### src/rtl/crc_append_pkg.sv
package crc_append_pkg;

  // Control bits carried along the delay line.
  typedef struct packed {
    logic v;
    logic s;
    logic e;
  } ctrlBits_t;

  // Strobes from control to datapath, aligned to the output stage.
  typedef struct packed {
    logic dataStep;    // accepted data sample at output stage
    logic frameFirst;  // that sample opens a frame
    logic captureSum;  // that sample closes a frame
    logic shiftSum;    // a checksum chunk is shown this cycle
  } crcStrobe_t;

  function automatic int crcLenOf(input int kind);
    case (kind)
      0, 1:    return 24;
      2:       return 16;
      default: return 8;
    endcase
  endfunction

  function automatic logic [23:0] crcPolyOf(input int kind);
    case (kind)
      0:       return 24'h864CFB;
      1:       return 24'h800063;
      2:       return 24'h001021;
      default: return 24'h00009B;
    endcase
  endfunction

endpackage

### src/rtl/crc_append_ctrl.sv
module crc_append_ctrl
  import crc_append_pkg::*;
#(
  parameter int LAT = 9,
  parameter int NCH = 8
) (
  input  logic       clk,
  input  logic       rst,
  input  logic       inValid,
  input  logic       inStart,
  input  logic       inEnd,
  output crcStrobe_t strb,
  output logic       outValid,
  output logic       outStart,
  output logic       outEnd
);

  localparam int CW = $clog2(NCH + 1);

  // Control delay line, one register per stage.
  for (genvar i = 0; i < LAT; i++) begin : g_stage
    ctrlBits_t q;
    if (i == 0) begin : g_head
      always_ff @(posedge clk) begin
        if (rst) q <= '0;
        else     q <= '{v: inValid, s: inStart, e: inEnd};
      end
    end else begin : g_tail
      always_ff @(posedge clk) begin
        if (rst) q <= '0;
        else     q <= g_stage[i-1].q;
      end
    end
  end

  ctrlBits_t tap;
  assign tap = g_stage[LAT-1].q;

  logic          inFrame;
  logic [CW-1:0] sumLeft;
  logic          take;
  logic          showSum;

  assign take    = tap.v && (tap.s || inFrame);
  assign showSum = (sumLeft != '0) && !take;

  always_ff @(posedge clk) begin
    if (rst) begin
      inFrame <= 1'b0;
      sumLeft <= '0;
    end else if (take && tap.e) begin
      inFrame <= 1'b0;
      sumLeft <= CW'(NCH);
    end else if (take && tap.s) begin
      inFrame <= 1'b1;
      sumLeft <= '0;
    end else if (showSum) begin
      sumLeft <= sumLeft - 1'b1;
    end
  end

  assign strb.dataStep   = take;
  assign strb.frameFirst = tap.s;
  assign strb.captureSum = take && tap.e;
  assign strb.shiftSum   = showSum;

  assign outValid = take || showSum;
  assign outStart = take && tap.s;
  assign outEnd   = showSum && (sumLeft == CW'(1));

  // closing a frame is followed by an output sample next cycle
  a_r4_sum_follows: assert property (@(posedge clk) disable iff (rst)
    strb.captureSum |=> outValid);

  // only one end per checksum
  a_r4_single_end: assert property (@(posedge clk) disable iff (rst)
    outEnd |=> !outEnd);

  // a start that is not also an end clears pending emission
  a_r7_start_aborts: assert property (@(posedge clk) disable iff (rst)
    (outStart && !strb.captureSum) |=> (sumLeft == '0));

  // a frame start is a valid sample and never the closing chunk
  a_r3_start_shape: assert property (@(posedge clk) disable iff (rst)
    outStart |-> (outValid && !outEnd));

endmodule

### src/rtl/crc_append_dp.sv
module crc_append_dp
  import crc_append_pkg::*;
#(
  parameter int DATA_W  = 2,
  parameter int CRC_LEN = 16,
  parameter int LAT     = 9,
  parameter logic [23:0] POLY_ALL = 24'h001021
) (
  input  logic              clk,
  input  logic              rst,
  input  logic [DATA_W-1:0] inData,
  input  crcStrobe_t        strb,
  output logic [DATA_W-1:0] outData
);

  localparam logic [CRC_LEN-1:0] POLY = POLY_ALL[CRC_LEN-1:0];

  // Data delay line, matched to the control delay line.
  for (genvar i = 0; i < LAT; i++) begin : g_stage
    logic [DATA_W-1:0] q;
    if (i == 0) begin : g_head
      always_ff @(posedge clk) q <= inData;
    end else begin : g_tail
      always_ff @(posedge clk) q <= g_stage[i-1].q;
    end
  end

  logic [DATA_W-1:0]  tapData;
  logic [CRC_LEN-1:0] crcReg;
  logic [CRC_LEN-1:0] crcNext;
  logic [CRC_LEN-1:0] sumReg;

  assign tapData = g_stage[LAT-1].q;

  // Parallel update: DATA_W serial steps unrolled, top bit first.
  always_comb begin
    logic fb;
    crcNext = strb.frameFirst ? '0 : crcReg;
    for (int b = DATA_W - 1; b >= 0; b--) begin
      fb      = crcNext[CRC_LEN-1] ^ tapData[b];
      crcNext = {crcNext[CRC_LEN-2:0], 1'b0} ^ (fb ? POLY : '0);
    end
  end

  always_ff @(posedge clk) begin
    if (rst) begin
      crcReg <= '0;
    end else if (strb.dataStep) begin
      crcReg <= crcNext;
    end
  end

  always_ff @(posedge clk) begin
    if (rst) begin
      sumReg <= '0;
    end else if (strb.captureSum) begin
      sumReg <= crcNext;
    end else if (strb.shiftSum) begin
      sumReg <= sumReg << DATA_W;
    end
  end

  assign outData = strb.shiftSum ? sumReg[CRC_LEN-1 -: DATA_W] : tapData;

  // without an accepted sample the checksum state holds
  a_r5_crc_hold: assert property (@(posedge clk) disable iff (rst)
    !strb.dataStep |=> $stable(crcReg));

endmodule

### src/rtl/crc_append_enc.sv
module crc_append_enc
  import crc_append_pkg::*;
#(
  parameter int DATA_W   = 2,
  parameter int CRC_KIND = 2
) (
  input  logic              clk,
  input  logic              rst,
  input  logic [DATA_W-1:0] inData,
  input  logic              inValid,
  input  logic              inStart,
  input  logic              inEnd,
  output logic [DATA_W-1:0] outData,
  output logic              outValid,
  output logic              outStart,
  output logic              outEnd
);

  localparam int          CRC_LEN  = crcLenOf(CRC_KIND);
  localparam logic [23:0] POLY_ALL = crcPolyOf(CRC_KIND);
  localparam int          LAT      = (CRC_LEN + 3) / DATA_W;
  localparam int          NCH      = CRC_LEN / DATA_W;

  crcStrobe_t strb;

  crc_append_ctrl #(.LAT(LAT), .NCH(NCH)) u_ctrl (
    .clk      (clk),
    .rst      (rst),
    .inValid  (inValid),
    .inStart  (inStart),
    .inEnd    (inEnd),
    .strb     (strb),
    .outValid (outValid),
    .outStart (outStart),
    .outEnd   (outEnd)
  );

  crc_append_dp #(
    .DATA_W   (DATA_W),
    .CRC_LEN  (CRC_LEN),
    .LAT      (LAT),
    .POLY_ALL (POLY_ALL)
  ) u_dp (
    .clk     (clk),
    .rst     (rst),
    .inData  (inData),
    .strb    (strb),
    .outData (outData)
  );

endmodule

### config.mk
export PLATFORM = sky130hd
export DESIGN_NAME = crc_append_enc
export DESIGN_NICKNAME = d
export VERILOG_FILES = /design/src/rtl/crc_append_pkg.sv /design/src/rtl/crc_append_ctrl.sv /design/src/rtl/crc_append_dp.sv /design/src/rtl/crc_append_enc.sv
export SDC_FILE = /design/constraint.sdc
export NUM_CORES = 1
export LEC_CHECK = 0
export BUFFER_PORTS_ARGS = -buffer_cell sky130_fd_sc_hd__buf_2
export CAP_MARGIN = 20
export CORE_MARGIN = 8
export CORE_UTILIZATION = 23
export DETAILED_ROUTE_END_ITERATION = 8
export SKIP_LAST_GASP = 1
export SYNTH_ARGS = -nofsm -noshare
export SYNTH_HDL_FRONTEND = slang
export SYNTH_SLANG_ARGS = --single-unit
### constraint.sdc
create_clock -name clk -period 5.55 [get_ports clk]
set_clock_uncertainty 0.1 [all_clocks]
set_input_delay 0.8325 -clock clk [delete_from_list [all_inputs] [get_ports clk]]
set_output_delay 0.8325 -clock clk [all_outputs]
set_load 0.01 [all_outputs]
==> run summary <==
Final setup viols: 0
Synth cell types: 37
max-slew violation count: 0
Antenna diodes: 0
sequential area share after synthesis: 55.7%
Final Util: 26.8%
Detail Placement HPWL: 3.18 mm
I/O Buffers: 11
status: complete, no violations
Area Growth Syn to Fin: 14.5%
Final Hold Fails: 0
gpl congestion: 0.777
crit share post-route: 63.9%
FP Rows: 41
min cycle time layout: 3540 ps
fillers: 1327
critical path startpoint category: flip-flop
1st-pass router iterations: 4
antenna violations before repair: 0
H-Tree Depth: 3
worst vdd ir: 0.198 mV
Hold Buf Count CTS: 0
Worst Hold End: u_dp.g_stage[7].q[1]$_DFF_P_
First DRT Iteration DRCs: 223
fraction of layout cells with a size suffix above 1: 15.4%
gr ovfl total: 0
Worst R2R Start: u_ctrl.strb[2]$_SDFF_PP0_
Slew HR: 31.6%
Worst-path clk slew: 50 ps
largest net degree at the start of global routing: 63
Synth Area per Inst: 10.4 um^2
Worst R2R Setup Slack: 2770 ps
min-delay worst type: reg2reg
Root Driver: clkbuf_16
Power Density: 482 mW/mm^2
antenna viol nets, final: 0
synthesized netlist cell count: 282
CTS buffer count: 9
CTS resizes: 0
Post-Route WL: 5.03 mm
Hold Slack: 224 ps
CP Data Required Time: 4620 ps
vias in the first global route: 1819
Fmax: 0.282 GHz
Syn Nets: 292
CTS tree: done
crit path capture type: output pin
YS warnings: 0
critical path peak fanout: 30
most common cell after layout, fill and taps aside: dfxtp_1
crit path DAT: 2610 ps
DRC: 0
setup ws final: 2010 ps
starting density of the core: 23.4%
setup total negative slack: 0 ps
WL per Instance: 10.8 um
worst-margin pin slew: 1030 ps
DIE AREA: 0.0167 mm^2
CP Class: reg2out
R2R depth: 4
hold path depth: 0
Leak: 1.20 nW
flop and latch count out of synthesis: 82
Post-CTS Setup Bufs: 0
# Max-Cap Violations: 0
Max clock buf depth: 2
global-route wire length before repair: 8.78 mm
commonest non-fill, non-tap cells in the layout: dfxtp_1 (82), nor2b_1 (29), nand2_1 (25), a211oi_1 (19), nor2_1 (16)
Via density: 4.01
worst min-delay path startpoint: u_dp.g_stage[6].q[1]$_DFF_P_
Total GRT Usage: 6.78%
via count: 1860
Clock Sinks: 82
setup slack at placement: 2360 ps
RSZ-0062 raised after global routing: false
Die X: 129 um
Critical R2R Capture: u_dp.sumReg[10]$_SDFFE_PP0P_
CORE AREA: 0.0126 mm^2
Critical Path Start: u_ctrl.strb[2]$_SDFF_PP0_
nets@finish: 297
clk_lat worst skew: 330 ps
Chip Height: 129 um
Cell Area, Synth: 0.00295 mm^2
Ports: 12
==> area by class of cell <==
class | count | area, um^2 | area share (%)
Multi-Input combinational cell | 173 | 1130 | 33.5
Clock buffer | 14 | 274 | 8.13
Inverter | 8 | 30.0 | 0.891
Timing Repair Buffer | 13 | 70.1 | 2.08
Tap cell | 172 | 215 | 6.38
Clock inverter | 2 | 10.0 | 0.297
Sequential cell | 82 | 1640 | 48.7
==> metal layers <==
layer,global-route usage (%),vias up,part of all wire [%],wire (um)
met5,0,-,0,0
met4,3.25,0,2.1,104
met3,3.78,7,5.2,260
met2,9.50,29,42,2120
met1,8.20,863,51,2550
li1,-,961,-,-
==> worst max-delay path by stage <==
stage	endpoint	slack, ps	cells after the start
floorplan	outEnd	2970	6
global placement	outData[0]	2460	5
detailed placement	outData[0]	2360	5
CTS	outData[0]	1990	5
global route	outData[0]	1740	5
finish	outData[0]	2010	5
==> cells by family (layout without fill, tap and decap cells) <==
logic type / count (synthesis) / count (layout) / synth area share (%)
flip-flops: 82 / 82 / 55.7
multiplexers: 1 / 1 / 0.340
AND/OR/NAND/NOR: 102 / 102 / 19.4
XOR/XNOR: 11 / 11 / 3.27
adder cells (fa/ha/maj): 3 / 3 / 1.27
buffers and inverters: 27 / 37 / 5.86
AO/OA/AOI/OAI: 56 / 56 / 14.1
==> cells in the mapped netlist, drive strengths merged <==
cell type  count  share of area, %
and3           2              0.51
nand2         26               3.4
a211o          1              0.30
a211oi        19               4.8
mux2i          1              0.34
o21ba          2              0.68
dfxtp         82                56
a21o           2              0.51
ha             3               1.3
a21oi         12               2.0
xnor2         11               3.3
buf            8               2.3
inv            8               1.0
and4b          1              0.34
nand3          1              0.17
nand3b        10               2.5
and2           2              0.42
nor2          18               2.8
a31oi          2              0.42
a221oi         5               2.5
clkbuf        11               2.5
or2            1              0.30
nor2b         29               6.2
o21ai         12               2.5
o21a           1              0.25
nor3           9               1.5
nor4b          1              0.30
nor3b          2              0.89
==> through the flow <==
stage / cell area [um^2] / total power [mW] / cells
final: 3370 / 1.63 / 464
after detailed placement: 3090 / 1.09 / 448
after global routing: 3370 / 1.72 / 464
after global placement: 3090 / 1.07 / 448
after CTS: 3370 / 1.65 / 464
after floorplan: 2950 / 1.02 / 282
==> critical path, cell delays in order (launching register included) <==
cell     delay (ps)
dfxtp_1         640
o21a_1          870
or2_4           430
nand2_1          80
o21ai_0          90
buf_2           170
==> power by group <==
group / internal, mW / leakage (nW) / switching (mW) / total [mW]
clock: 0.338 / 0.143 / 0.215 / 0.553
combinational: 0.156 / 0.382 / 0.227 / 0.383
sequential: 0.653 / 0.672 / 0.0368 / 0.689
==> registers in the layout, summed over array words and instances, names as in the netlist <==
register          cells
u_ctrl.g_stage.q     26
u_dp.g_stage.q       18
u_dp.crcReg          16
u_dp.sumReg          16
u_ctrl.sumLeft        4
u_ctrl.inFrame        1
u_ctrl.strb           1
Note: power is estimated with default switching activity, not from simulation.
